--- config.mk ---
export PLATFORM = sky130hd
export DESIGN_NAME = keypad_port
export DESIGN_NICKNAME = d
export VERILOG_FILES = /design/src/rtl/kp_pkg.sv /design/src/rtl/kp_rst_sync.sv /design/src/rtl/kp_addr_match.sv /design/src/rtl/kp_sel_reg.sv /design/src/rtl/kp_group_mux.sv /design/src/rtl/keypad_port.sv
export SDC_FILE = /design/constraint.sdc
export NUM_CORES = 1
export LEC_CHECK = 0
export CORE_MARGIN = 4
export CORE_UTILIZATION = 22
export CTS_CLUSTER_SIZE = 40
export DETAILED_ROUTE_END_ITERATION = 10
export GPL_TIMING_DRIVEN = 0
export PLACE_DENSITY = 0.75
export SLEW_MARGIN = 20
export SYNTH_ARGS = -nofsm -noshare
export SYNTH_HDL_FRONTEND = slang
export SYNTH_SLANG_ARGS = --single-unit
--- constraint.sdc ---
create_clock -name clk -period 2.3 [get_ports clk]
set_input_delay 0.46 -clock clk [delete_from_list [all_inputs] [get_ports clk]]
set_output_delay 0.46 -clock clk [all_outputs]
set_load 0.005 [all_outputs]
--- src/rtl/kp_pkg.sv ---
package kp_pkg;
  localparam int unsigned DATA_W    = 8;
  localparam int unsigned NIB_W     = DATA_W / 2;
  // absolute positions of the active-low group selects in the port byte
  localparam int unsigned SEL_A_BIT = 5;
  localparam int unsigned SEL_B_BIT = 6;
  // positions inside the stored upper nibble
  localparam int unsigned SEL_A_REL = SEL_A_BIT - NIB_W;
  localparam int unsigned SEL_B_REL = SEL_B_BIT - NIB_W;

  typedef logic [NIB_W-1:0] nib_t;
endpackage

--- src/rtl/kp_rst_sync.sv ---
module kp_rst_sync #(
  parameter int unsigned STAGES = 2
) (
  input  logic clk,
  input  logic rst_n,
  output logic rst_sync_n
);
  logic [STAGES-1:0] chain_q;
  logic [STAGES-1:0] chain_d;

  always_comb begin
    chain_d = {chain_q[STAGES-2:0], 1'b1};
  end

  always_ff @(posedge clk or negedge rst_n) begin
    if (!rst_n) chain_q <= '0;
    else        chain_q <= chain_d;
  end

  assign rst_sync_n = chain_q[STAGES-1];
endmodule

--- src/rtl/kp_addr_match.sv ---
module kp_addr_match #(
  parameter int unsigned    ADDR_W    = 16,
  parameter logic [ADDR_W-1:0] PORT_ADDR = 16'hFF00
) (
  input  logic [ADDR_W-1:0] addr,
  output logic              hit
);
  assign hit = (addr == PORT_ADDR);
endmodule

--- src/rtl/kp_sel_reg.sv ---
module kp_sel_reg
  import kp_pkg::*;
(
  input  logic clk,
  input  logic rst_n,
  input  logic wr_en,
  input  nib_t wr_nib,
  output nib_t sel_q
);
  nib_t sel_d;

  always_comb begin
    sel_d = sel_q;
    if (wr_en) sel_d = wr_nib;
  end

  always_ff @(posedge clk or negedge rst_n) begin
    if (!rst_n) sel_q <= '1;
    else        sel_q <= sel_d;
  end

  assert_store_R3: assert property (@(posedge clk) disable iff (!rst_n)
    wr_en |=> (sel_q == $past(wr_nib)));

  assert_hold_R10: assert property (@(posedge clk) disable iff (!rst_n)
    !wr_en |=> $stable(sel_q));
endmodule

--- src/rtl/kp_group_mux.sv ---
module kp_group_mux
  import kp_pkg::*;
(
  input  logic              sel_a_n,
  input  logic              sel_b_n,
  input  logic [DATA_W-1:0] keys,
  output nib_t              nib_out
);
  for (genvar i = 0; i < NIB_W; i++) begin : g_bit
    logic grp_a_bit;
    logic grp_b_bit;
    assign grp_a_bit  = keys[NIB_W + i];
    assign grp_b_bit  = keys[i];
    // group A wins when both selects are low
    assign nib_out[i] = !sel_a_n ? ~grp_a_bit :
                        !sel_b_n ? ~grp_b_bit : 1'b1;
  end
endmodule

--- src/rtl/keypad_port.sv ---
module keypad_port
  import kp_pkg::*;
#(
  parameter int unsigned       ADDR_W      = 16,
  parameter logic [ADDR_W-1:0] PORT_ADDR   = 16'hFF00,
  parameter int unsigned       SYNC_STAGES = 2
) (
  input  logic              clk,
  input  logic              rst_n,
  input  logic [ADDR_W-1:0] bus_addr,
  input  logic [DATA_W-1:0] bus_wdata,
  input  logic              bus_we,
  input  logic [DATA_W-1:0] key_pressed,
  output logic [DATA_W-1:0] rd_data,
  output logic              rd_hit
);
  logic rst_sync_n;
  logic hit;
  logic wr_en;
  nib_t sel_q;
  nib_t low_nib;

  kp_rst_sync #(.STAGES(SYNC_STAGES)) u_rst_sync (
    .clk       (clk),
    .rst_n     (rst_n),
    .rst_sync_n(rst_sync_n)
  );

  kp_addr_match #(.ADDR_W(ADDR_W), .PORT_ADDR(PORT_ADDR)) u_match (
    .addr(bus_addr),
    .hit (hit)
  );

  assign wr_en = bus_we & hit;

  kp_sel_reg u_sel (
    .clk   (clk),
    .rst_n (rst_sync_n),
    .wr_en (wr_en),
    .wr_nib(bus_wdata[DATA_W-1:NIB_W]),
    .sel_q (sel_q)
  );

  kp_group_mux u_mux (
    .sel_a_n(sel_q[SEL_A_REL]),
    .sel_b_n(sel_q[SEL_B_REL]),
    .keys   (key_pressed),
    .nib_out(low_nib)
  );

  assign rd_hit  = hit;
  assign rd_data = hit ? {sel_q, low_nib} : '0;

  assert_miss_R2: assert property (@(posedge clk) disable iff (!rst_sync_n)
    (bus_addr != PORT_ADDR) |-> (rd_data == '0));

  assert_grp_a_R4: assert property (@(posedge clk) disable iff (!rst_sync_n)
    (rd_hit && !rd_data[SEL_A_BIT]) |-> (rd_data[NIB_W-1:0] == ~key_pressed[DATA_W-1:NIB_W]));

  assert_grp_b_R5: assert property (@(posedge clk) disable iff (!rst_sync_n)
    (rd_hit && rd_data[SEL_A_BIT] && !rd_data[SEL_B_BIT])
      |-> (rd_data[NIB_W-1:0] == ~key_pressed[NIB_W-1:0]));

  assert_idle_R7: assert property (@(posedge clk) disable iff (!rst_sync_n)
    (rd_hit && rd_data[SEL_A_BIT] && rd_data[SEL_B_BIT]) |-> (&rd_data[NIB_W-1:0]));

  assert_upper_R8: assert property (@(posedge clk) disable iff (!rst_sync_n)
    (rd_hit && $past(rd_hit) && !$past(bus_we)) |-> $stable(rd_data[DATA_W-1:NIB_W]));
endmodule

==> impl_metrics.py, run 1 <==
metrics = {
    "critical_path": {
        "critPathLaunchType": "input pin",
        "cp-end-kind": "output port",
        "reg2reg_from": "u_sel.sel_q[2]$_DFFE_PN1P_",
        "crit_type": "in2out",
        "worst_ep_arrival_time_ps": 2130,
        "startpoint": "bus_addr[5]",
        "cp.buffers_inverters": 3,
        "max_stage_delay_ps": 590,
        "path_cells": "buf_6 -> or4_4 -> or4_4 -> buf_6 -> a221oi_2 -> buf_2",
        "critPathTopFamily": "simple AND/OR/NAND/NOR gates",
        "critPathRequiredTime_ps": 1840,
        "cp_max_fo": 4,
        "crit_slowest_cell": "or4_4",
    },
    "power": {
        "swShare": 0.1763,
        "p_comb_frac": 0.204,
        "total_power_mw": 0.2531,
        "p_switching_mw": 0.04463,
        "powerDensity_mw_per_mm2": 304.2,
        "clock_power_share": 0.364,
        "pwr-share-seq": 0.432,
        "vdd_drop_max_mv": 0.2328,
        "power_leakage_nw": 0.3823,
        "p_int_mw": 0.2085,
    },
    "timing": {
        "fin_crit_sh": 1.125,
        "skew_ps": 0.6204,
        "rsz0062_at_grt": "true",
        "fin_crit_ps": 2588,
        "slew_violations": 0,
        "layout_setup_ws_ps": -288.4,
        "hold_viol_final": 0,
        "final-setup-viol-count": 9,
        "fmax_mhz": 386.3,
    },
    "finish": {
        "num-fill-cells": 139,
        "insertedDiodeCount": 0,
        "syn_to_final_growth_pct": 141.8,
        "nets": 111,
        "drive_gt1_frac": 0.5541,
        "final_util": 0.5588,
    },
    "logic_synthesis": {
        "yosys_warnings": 0,
        "synth_fa_ha_area_frac": 0,
        "ys_seq_area_frac": 0.4509,
        "synth_top_family_by_area": "simple AND/OR/NAND/NOR gates",
        "synthSimpleGateAreaFrac": 0.2109,
        "ys_ff_latch": 6,
        "synthMuxAreaShare": 0.1745,
        "synthXorXnorAreaFrac": 0,
        "synth_cell_type_count": 13,
        "syn_inst": 29,
        "synth_nets": 64,
        "syn-cell-area_um2": 344.1,
        "synth_compound_area_frac": 0.1018,
        "syn_area_per_cell_um2": 11.86,
    },
    "clock_tree": {
        "clock_sinks": 6,
        "numCtsBuffers": 3,
        "path_clk_slew_ps": 40,
        "cts_root_buf": "clkbuf_4",
        "cts_tree": "done",
        "clk_path_buf_depth": 2,
        "clk_latency_ps": 230,
        "ctsHoldBuffers": 0,
        "cts.htree.levels": 1,
    },
    "detailed_routing": {
        "postRouteAntennaNets": 0,
        "vias": 402,
        "viasPerCell": 4.467,
        "wl_per_cell_um": 13.03,
        "firstDrtPassIters": 2,
        "first_iter_violations": 1,
        "postRouteWirelength_um": 1173,
        "drcViolationCount": 0,
    },
    "global_route": {
        "grt.total_usage": 0.1132,
        "antenna_found_initial": 0,
        "grt_pass1_wl_um": 1780,
        "grt_max_degree": 7,
        "grt_overflow_total": 0,
        "grt_pass1_vias": 407,
    },
    "place": {
        "dp_hpwl_um": 963.8,
        "portBuffers": 39,
        "dp_slack_ps": -1073,
        "gp_congestion": 0.6886,
    },
    "status": {
        "violations": "setup timing",
        "status": "finished, violations left",
    },
    "floorplanning": {
        "core_mm2": 0.001489,
        "die_w_um": 47.55,
        "pin_count": 44,
        "dieArea_mm2": 0.002261,
        "num_rows": 14,
        "start_util": 0.2311,
        "die_height_um": 47.55,
    },
    "run": {
        "cap_violations": 0,
    },
    "hold_path": {
        "hold_path_class": "reg2async",
    },
}
[layout by cell type (no fill, tap or decap)]
cell	netlist	layout
clkdlybuf4s50_1	0	22
buf_2	1	9
buf_6	0	8
a221oi_2	0	4
mux2_4	4	4
dfstp_2	4	4
and2_4	0	3
clkbuf_4	0	3
or4_4	0	2
nand4_1	2	2
nor2_1	2	2
clkdlybuf4s15_1	0	2
dfrtp_1	2	2
or4_1	3	1
clkinv_8	0	1
inv_1	1	1
nand2_4	1	1
buf_12	0	1
buf_4	0	1
conb_1	1	1
[power by group through the flow]
stage / combinational [mW] / clock [mW] / sequential [mW]
after floorplan: 0.00157 / 0 / 0.111
final: 0.0515 / 0.0922 / 0.109
after detailed placement: 0.0527 / 0 / 0.111
after global placement: 0.0520 / 0 / 0.111
after CTS: 0.0508 / 0.0982 / 0.109
after global routing: 0.0545 / 0.105 / 0.109
[path summary, 6_finish.rpt]
kind                       cells past startpoint  slack, ps                              end
max                                            6       -290                       rd_data[3]
min                                            0        250       u_sel.sel_q[1]$_DFFE_PN1P_
max reg2reg                                    1       1570       u_sel.sel_q[2]$_DFFE_PN1P_
min reg2reg                                    0        250       u_sel.sel_q[1]$_DFFE_PN1P_
max in group asynchronous                      1       1800  u_rst_sync.chain_q[0]$_DFF_PN0_
min in group clk                               0        340  u_rst_sync.chain_q[1]$_DFF_PN0_
[registers in the layout, indices dropped and copies added (netlist names)]
| name | cells |
|---|---|
| u_sel.sel_q | 4 |
| u_rst_sync.chain_q | 2 |
[cell usage after synthesis]
| cell type | number | area [um^2] |
|---|---|---|
| a221oi_1 | 4 | 35.03 |
| mux2_4 | 4 | 60.06 |
| dfrtp_1 | 2 | 50.05 |
| nand4_1 | 2 | 12.51 |
| inv_1 | 1 | 3.750 |
| clkinv_4 | 1 | 8.760 |
| or4_1 | 3 | 22.52 |
| dfstp_2 | 4 | 105.1 |
| buf_2 | 1 | 5.000 |
| nor2_1 | 2 | 7.510 |
| conb_1 | 1 | 3.750 |
| nand2_4 | 1 | 11.26 |
| and2_1 | 3 | 18.77 |
[final cells by class]
cell class | instances | area, um^2 | share of cell area
timing repair buffer | 43 | 402.9 | 0.4842
inverter | 2 | 20.02 | 0.02406
tap | 16 | 20.02 | 0.02406
clock buffer | 3 | 22.52 | 0.02707
multi-input combinational | 20 | 211.5 | 0.2541
sequential | 6 | 155.1 | 0.1865
[logic make-up after synthesis]
kind of cell,count (synthesis)
and+or+nand+nor,11
DFF,6
AOI/OAI and AO/OA,4
muxes,4
buffers and inverters,3
other,1
[through the flow]
step                hold WS, ps  instance area (um^2)  setup TNS [ps]  std cells
CTS                       257.8                 800.8           -2510         89
floorplan                 164.4                 344.1          -128.0         29
global route              270.2                 832.0           -2344         90
finish                    254.1                 832.0           -1952         90
global placement          249.2                 754.5           -9430         84
detailed placement        258.5                 754.5          -10210         84
[routing by layer]
layer,global-route usage,wire length (um),vias to the layer above,part of all wire
met2,0.2246,704,9,0.60
met5,0,0,-,0
met1,0.1179,406,193,0.35
met3,0.03383,63,0,0.054
li1,-,-,200,-
met4,0.01613,0,0,0
[timing repair]
action / CTS / global route
buffers inserted: 2 / 2
gates resized for setup: 72 / 6
pin swaps: 5 / 3
endpoints found under the setup margin: 13 / 9
No activity file was read; power rests on OpenSTA's default activity.
==> inputs of run 2 (changes only) <==
MAX_ROUTING_LAYER = met4   (was not set)
==> results of run 2 <==
The final DEF is identical to that of run 1; final timing and power are the same.
Main changes from that run: final weighted congestion in routability-driven placement 0.6886 -> 0.6958; overall routing resource usage 0.1132 -> 0.1168
